$ cat config.mk
export PLATFORM = sky130hd
export DESIGN_NAME = prio_vec_intc
export DESIGN_NICKNAME = d
export VERILOG_FILES = /design/src/rtl/intc_pkg.sv /design/src/rtl/ivc_trap_pick.sv /design/src/rtl/ivc_lvl_arb.sv /design/src/rtl/ivc_vec_hold.sv /design/src/rtl/prio_vec_intc.sv
export SDC_FILE = /design/constraint.sdc
export NUM_CORES = 1
export LEC_CHECK = 0
export ABC_CLOCK_PERIOD_IN_PS = 270800
export BUFFER_PORTS_ARGS = -buffer_cell sky130_fd_sc_hd__buf_2
export CELL_PAD_IN_SITES_DETAIL_PLACEMENT = 1
export CELL_PAD_IN_SITES_GLOBAL_PLACEMENT = 1
export CORE_AREA = 2 2 273 275
export DETAILED_ROUTE_END_ITERATION = 7
export DIE_AREA = 0 0 275 277
export PLACE_DENSITY = 0.87
export SYNTH_ARGS = -nofsm -noshare
export SYNTH_HDL_FRONTEND = slang
export SYNTH_HIERARCHICAL = 1
export SYNTH_SLANG_ARGS = --single-unit
$ cat constraint.sdc
create_clock -name clk -period 270.8 [get_ports clk]
set_clock_uncertainty 0.2 [all_clocks]
set_input_delay 81.24 -clock clk [delete_from_list [all_inputs] [get_ports clk]]
set_output_delay 81.24 -clock clk [all_outputs]
set_load 0.005 [all_outputs]
$ cat src/rtl/intc_pkg.sv
package intc_pkg;
  localparam int PC_W = 24;
  typedef logic [PC_W-1:0] pc_t;

  // entry address: base, plus a whole table when the alternate one is used, plus two words per vector
  function automatic pc_t entry_addr(pc_t base, int unsigned n_vec, logic alt, int unsigned vec);
    pc_t off;
    off = pc_t'(2 * vec);
    if (alt) off = off + pc_t'(2 * n_vec);
    return base + off;
  endfunction
endpackage

$ cat src/rtl/ivc_trap_pick.sv
module ivc_trap_pick #(
  parameter int N_TRAP = 8,
  parameter int IDX_W  = 7
) (
  input  logic [N_TRAP-1:0] pend,
  output logic              hit,
  output logic [IDX_W-1:0]  idx
);
  always_comb begin
    hit = 1'b0;
    idx = '0;
    for (int t = N_TRAP - 1; t >= 0; t--) begin
      if (pend[t]) begin
        hit = 1'b1;
        idx = IDX_W'(t);
      end
    end
  end
endmodule

$ cat src/rtl/ivc_lvl_arb.sv
module ivc_lvl_arb #(
  parameter int N_IRQ = 118,
  parameter int LVL_W = 3,
  parameter int SRC_W = 7
) (
  input  logic [N_IRQ-1:0]       pend,
  input  logic [N_IRQ-1:0]       en,
  input  logic [N_IRQ*LVL_W-1:0] lvl,
  input  logic [LVL_W-1:0]       cpu_lvl,
  output logic                   hit,
  output logic [SRC_W-1:0]       idx,
  output logic [LVL_W-1:0]       win_lvl
);
  logic [LVL_W-1:0] lvl_a [N_IRQ];
  logic [N_IRQ-1:0] elig;

  genvar g;
  generate
    for (g = 0; g < N_IRQ; g++) begin : g_src
      assign lvl_a[g] = lvl[g*LVL_W +: LVL_W];
      // level 0 never exceeds cpu_lvl, so it is masked by the same compare
      assign elig[g]  = pend[g] && en[g] && (lvl_a[g] > cpu_lvl);
    end
  endgenerate

  // strict greater-than keeps the lowest index on ties
  always_comb begin
    hit     = 1'b0;
    idx     = '0;
    win_lvl = '0;
    for (int i = 0; i < N_IRQ; i++) begin
      if (elig[i] && (lvl_a[i] > win_lvl)) begin
        hit     = 1'b1;
        idx     = SRC_W'(i);
        win_lvl = lvl_a[i];
      end
    end
  end
endmodule

$ cat src/rtl/ivc_vec_hold.sv
module ivc_vec_hold #(
  parameter int VEC_W = 7,
  parameter int PC_W  = 24
) (
  input  logic             clk,
  input  logic             rst_n,
  input  logic             load,
  input  logic             take,
  input  logic [VEC_W-1:0] d_vec,
  input  logic [PC_W-1:0]  d_addr,
  output logic             valid,
  output logic [VEC_W-1:0] q_vec,
  output logic [PC_W-1:0]  q_addr
);
  always_ff @(posedge clk) begin
    if (!rst_n) begin
      valid  <= 1'b0;
      q_vec  <= '0;
      q_addr <= '0;
    end else if (take) begin
      valid <= 1'b0;
    end else if (load) begin
      valid  <= 1'b1;
      q_vec  <= d_vec;
      q_addr <= d_addr;
    end
  end
endmodule

$ cat src/rtl/prio_vec_intc.sv
module prio_vec_intc
  import intc_pkg::*;
#(
  parameter int  N_TRAP   = 8,
  parameter int  N_IRQ    = 118,
  parameter int  LVL_W    = 3,
  parameter pc_t PRI_BASE = 24'h000004,
  localparam int N_VEC    = N_TRAP + N_IRQ,
  localparam int VEC_W    = $clog2(N_VEC),
  localparam int SRC_W    = (N_IRQ > 1) ? $clog2(N_IRQ) : 1
) (
  input  logic                   clk,
  input  logic                   rst_n,
  input  logic [N_TRAP-1:0]      trap_req,
  input  logic [N_IRQ-1:0]       irq_req,
  input  logic [N_IRQ-1:0]       irq_en,
  input  logic [N_IRQ*LVL_W-1:0] irq_lvl,
  input  logic [LVL_W-1:0]       cpu_lvl,
  input  logic                   alt_tbl,
  input  logic                   cpu_ack,
  output logic                   cpu_irq,
  output logic [VEC_W-1:0]       vec_num,
  output logic [PC_W-1:0]        vec_addr
);
  logic [N_TRAP-1:0] trap_pend_q, trap_clr;
  logic [N_IRQ-1:0]  irq_pend_q, irq_clr;
  logic              trap_hit, irq_hit, load_evt, ack_take;
  logic [VEC_W-1:0]  trap_idx, win_vec;
  logic [SRC_W-1:0]  irq_idx;
  logic [LVL_W-1:0]  win_lvl;
  pc_t               win_addr;

  assign ack_take = cpu_ack && cpu_irq;

  genvar g;
  generate
    for (g = 0; g < N_TRAP; g++) begin : g_tclr
      assign trap_clr[g] = ack_take && (vec_num == VEC_W'(g));
    end
    for (g = 0; g < N_IRQ; g++) begin : g_iclr
      assign irq_clr[g] = ack_take && (vec_num == VEC_W'(N_TRAP + g));
    end
  endgenerate

  always_ff @(posedge clk) begin
    if (!rst_n) begin
      trap_pend_q <= '0;
      irq_pend_q  <= '0;
    end else begin
      trap_pend_q <= trap_req & ~trap_clr;
      irq_pend_q  <= irq_req & ~irq_clr;
    end
  end

  ivc_trap_pick #(.N_TRAP(N_TRAP), .IDX_W(VEC_W)) u_trap (
    .pend(trap_pend_q), .hit(trap_hit), .idx(trap_idx)
  );

  ivc_lvl_arb #(.N_IRQ(N_IRQ), .LVL_W(LVL_W), .SRC_W(SRC_W)) u_arb (
    .pend(irq_pend_q), .en(irq_en), .lvl(irq_lvl), .cpu_lvl(cpu_lvl),
    .hit(irq_hit), .idx(irq_idx), .win_lvl(win_lvl)
  );

  assign win_vec  = trap_hit ? trap_idx : VEC_W'(N_TRAP) + VEC_W'(irq_idx);
  assign win_addr = entry_addr(PRI_BASE, N_VEC, alt_tbl, 32'(win_vec));
  assign load_evt = !cpu_irq && (trap_hit || irq_hit);

  ivc_vec_hold #(.VEC_W(VEC_W), .PC_W(PC_W)) u_hold (
    .clk(clk), .rst_n(rst_n), .load(load_evt), .take(ack_take),
    .d_vec(win_vec), .d_addr(win_addr),
    .valid(cpu_irq), .q_vec(vec_num), .q_addr(vec_addr)
  );
endmodule

==> qor.yml <==
outcome:
  status: "complete, no violations"
placement:
  port_buffers: 636
  gp_routability_congestion: 1.02
  dp_hpwl_um: 114000
  dp_slack_ps: 26610
setup_path:
  end_kind: "flip-flop"
  crit_path_max_fanout: 39
  arrival_ps: 247330
  setup.reg_to_reg.worst_slack_ps: 105020
  critical-path-top-cell-by-count: "sky130_fd_sc_hd__nor2_1"
  cpMaxStageDelayCell: "sky130_fd_sc_hd__nor4_1"
  critical_path_start_end_classification: "in -> reg"
  r2r_end: "u_hold/q_addr[8]"
  cp_slowest_stage_delay_ps: 770
  ff2ff_path_depth: 770
  start_kind: "input pin"
  regToRegStartpoint: "irq_pend_q[0]"
  required_ps: 270960
cts:
  post_cts_buffers: 0
  cts_repair_resize_count: 0
  clock_tree.root_cell: "sky130_fd_sc_hd__clkbuf_16"
  worst_setup_hold_path_clk_slew_ps: 80
  clk-insertion-delay-late_ps: 510
  cts.sink_count: 158
  htree_num_levels: 4
  cts-buffers-inserted: 17
  cts_hold_buffers: 0
  cts_tree: "built"
  ctsLongestPathBuffers: 2
drt:
  post_drt_wl_per_cell_um: 23.6
  drt-total-wl_um: 139000
  drt-pass1-iter-count: 5
  initialDrtViolationCount: 2139
  viasPerCell: 6.14
  route.antenna.remaining_nets: 0
  dr_total_vias: 36100
  drt_drc_violations_left: 0
power:
  power.total_w: 0.000181
  vdd_ir_drop_max_mv: 0.00340
  power.internal_w: 0.0000911
  netSwitchingFraction_pct: 49.6
  p_leak_nw: 17.1
  combinational_cell_fraction_of_total_power_pct: 69.6
  clkPwrFrac_pct: 16.0
  power_density_mw_per_mm2: 5.17
  share_seq_of_total_power_pct: 14.4
  total_switching_power_w: 0.0000896
logic_synthesis:
  synthesis_warnings: 6
  synth.cell_area_mm2: 0.0297
  syn-mean-instance-area_um2: 7.05
  postSynthCellCount: 4217
die:
  die_x_um: 275
  design.portCount: 637
  die_h_um: 277
  std_cell_rows: 100
  initial_utilization_pct: 40.4
  core_region_area_mm2: 0.0736
  die_area_mm2: 0.0762
global_route:
  grt.total_usage_pct: 35.1
  grt_pass1_vias: 36600
  overflow: 0
  first_pass_grt_wire_length_um: 209000
  antenna_violations_before_repair: 47
  maximum_number_of_pins_on_one_net_before_global_route_repair: 87
timing:
  report.final.setup_viol: 0
  setup_slack_ps: 23630
  maxSlewViolCount: 0
  clock.fmax_mhz: 4.05
  final-hold-violation-count: 0
  setup_total_negative_slack_ps: 0
  hold_slack_ps: 263
  tightest_slew_ps: 1120
  max_slew_margin_pct: 25.0
  finalWorstPathRequiredPeriod_ps: 247170
  min_period_over_period_pct: 91.3
  rsz0062_at_grt: "false"
min_path:
  whs_endpoint: "u_hold/q_addr[11]"
  hp-start: "u_hold/q_addr[11]"
  holdCritPathClass: "reg -> reg"
  worst_hold_path_cell_count: 2
cells_and_area:
  layout_cell_share_with_drive_strength_beyond_1_pct: 18.3
  fin_nets: 5954
  postLayoutCoreUtil_pct: 47.5
  syn2layout_area_growth_pct: 17.6
job:
  drv.max_cap_violation_count: 0
## per-layer routing
metal,part of all wire (%),vias to the layer above,track usage [%]
met4,6.4,16,22.4
met3,6.1,390,6.15
li1,-,16900,-
met2,45,1293,56.6
met5,0.080,-,0
met1,42,17500,43.0
## flip-flops by register name (all words and copies together), names as in the netlist
name,count
irq_pend_q,118
u_hold/valid,1
u_hold/q_vec,7
trap_pend_q,8
u_hold/q_addr,24
## final cells by class
class / count / area, µm²
fill: 9824 / 38600
clock buffer: 17 / 425
timing repair buffer: 673 / 3470
sequential: 158 / 3160
inverter: 312 / 1180
tap: 969 / 1210
antenna: 39 / 97.6
clock inverter: 15 / 198
multi-input combinational: 3704 / 25200
## critical path: cells and delay by family
family                     cells  cell delay (ps)
AOI/OAI and AO/OA            299            66360
adders and majority gates    208            62410
and+or+nand+nor              291            40030
muxes                         45            15030
buffers and inverters         20             2300
xor gates and xnor gates       2              380
## cells in the final DEF, fill, tap and decap left out, types with 18 or more instances in the layout
| master | instances |
|---|---|
| sky130_fd_sc_hd__nand3b_1 | 24 |
| sky130_fd_sc_hd__buf_4 | 38 |
| sky130_fd_sc_hd__or2_2 | 27 |
| sky130_fd_sc_hd__a21boi_0 | 38 |
| sky130_fd_sc_hd__nand4_1 | 28 |
| sky130_fd_sc_hd__conb_1 | 19 |
| sky130_fd_sc_hd__o21ai_0 | 212 |
| sky130_fd_sc_hd__o211ai_1 | 52 |
| sky130_fd_sc_hd__a21oi_1 | 431 |
| sky130_fd_sc_hd__maj3_1 | 63 |
| sky130_fd_sc_hd__a22oi_1 | 28 |
| sky130_fd_sc_hd__nor3_1 | 57 |
| sky130_fd_sc_hd__o31ai_1 | 23 |
| sky130_fd_sc_hd__a21o_1 | 109 |
| sky130_fd_sc_hd__a31oi_1 | 48 |
| sky130_fd_sc_hd__a211oi_1 | 36 |
| sky130_fd_sc_hd__nor2_1 | 333 |
| sky130_fd_sc_hd__mux2i_1 | 46 |
| sky130_fd_sc_hd__nor2b_1 | 53 |
| sky130_fd_sc_hd__or3_1 | 19 |
| sky130_fd_sc_hd__dfxtp_1 | 158 |
| sky130_fd_sc_hd__a311oi_1 | 94 |
| sky130_fd_sc_hd__mux2_2 | 33 |
| sky130_fd_sc_hd__buf_2 | 634 |
| sky130_fd_sc_hd__nand2b_1 | 21 |
| sky130_fd_sc_hd__and2_1 | 85 |
| sky130_fd_sc_hd__nand3_1 | 142 |
| sky130_fd_sc_hd__nand2_1 | 657 |
| sky130_fd_sc_hd__o211a_1 | 18 |
| sky130_fd_sc_hd__diode_2 | 39 |
| sky130_fd_sc_hd__inv_1 | 308 |
| sky130_fd_sc_hd__and3_1 | 81 |
| sky130_fd_sc_hd__o21a_1 | 88 |
| sky130_fd_sc_hd__ha_1 | 483 |
## how the worst max path moves through the flow
stage | start | to | slack, ps | depth (start not counted)
after CTS | cpu_lvl[2] | u_hold/q_addr[8] | 26390 | 864
after global routing | cpu_lvl[2] | u_hold/q_addr[9] | 11640 | 864
after global placement | cpu_lvl[2] | u_hold/q_addr[8] | 33000 | 1112
after detailed placement | cpu_lvl[2] | u_hold/q_addr[8] | 26610 | 876
final | cpu_lvl[2] | u_hold/q_addr[8] | 23630 | 865
after floorplan | cpu_lvl[2] | u_hold/q_addr[8] | 44930 | 1112
## metrics by stage
stage          cell area, µm²  instances
2_1_floorplan           29800       4234
3_3_place_gp            34200       5816
3_5_place_dp            34200       5816
4_1_cts                 34800       5848
5_1_grt                 34900       5878
6_report                34900       5887
## power by group through the flow
stage	combinational (W)	clock [W]	sequential (W)
floorplan	0.0000862	0	0.0000262
global placement	0.000116	0	0.0000264
detailed placement	0.000122	0	0.0000265
CTS	0.000123	0.0000293	0.0000260
global route	0.000139	0.0000299	0.0000262
finish	0.000126	0.0000288	0.0000260
Note: power is estimated with default switching activity, not from simulation.
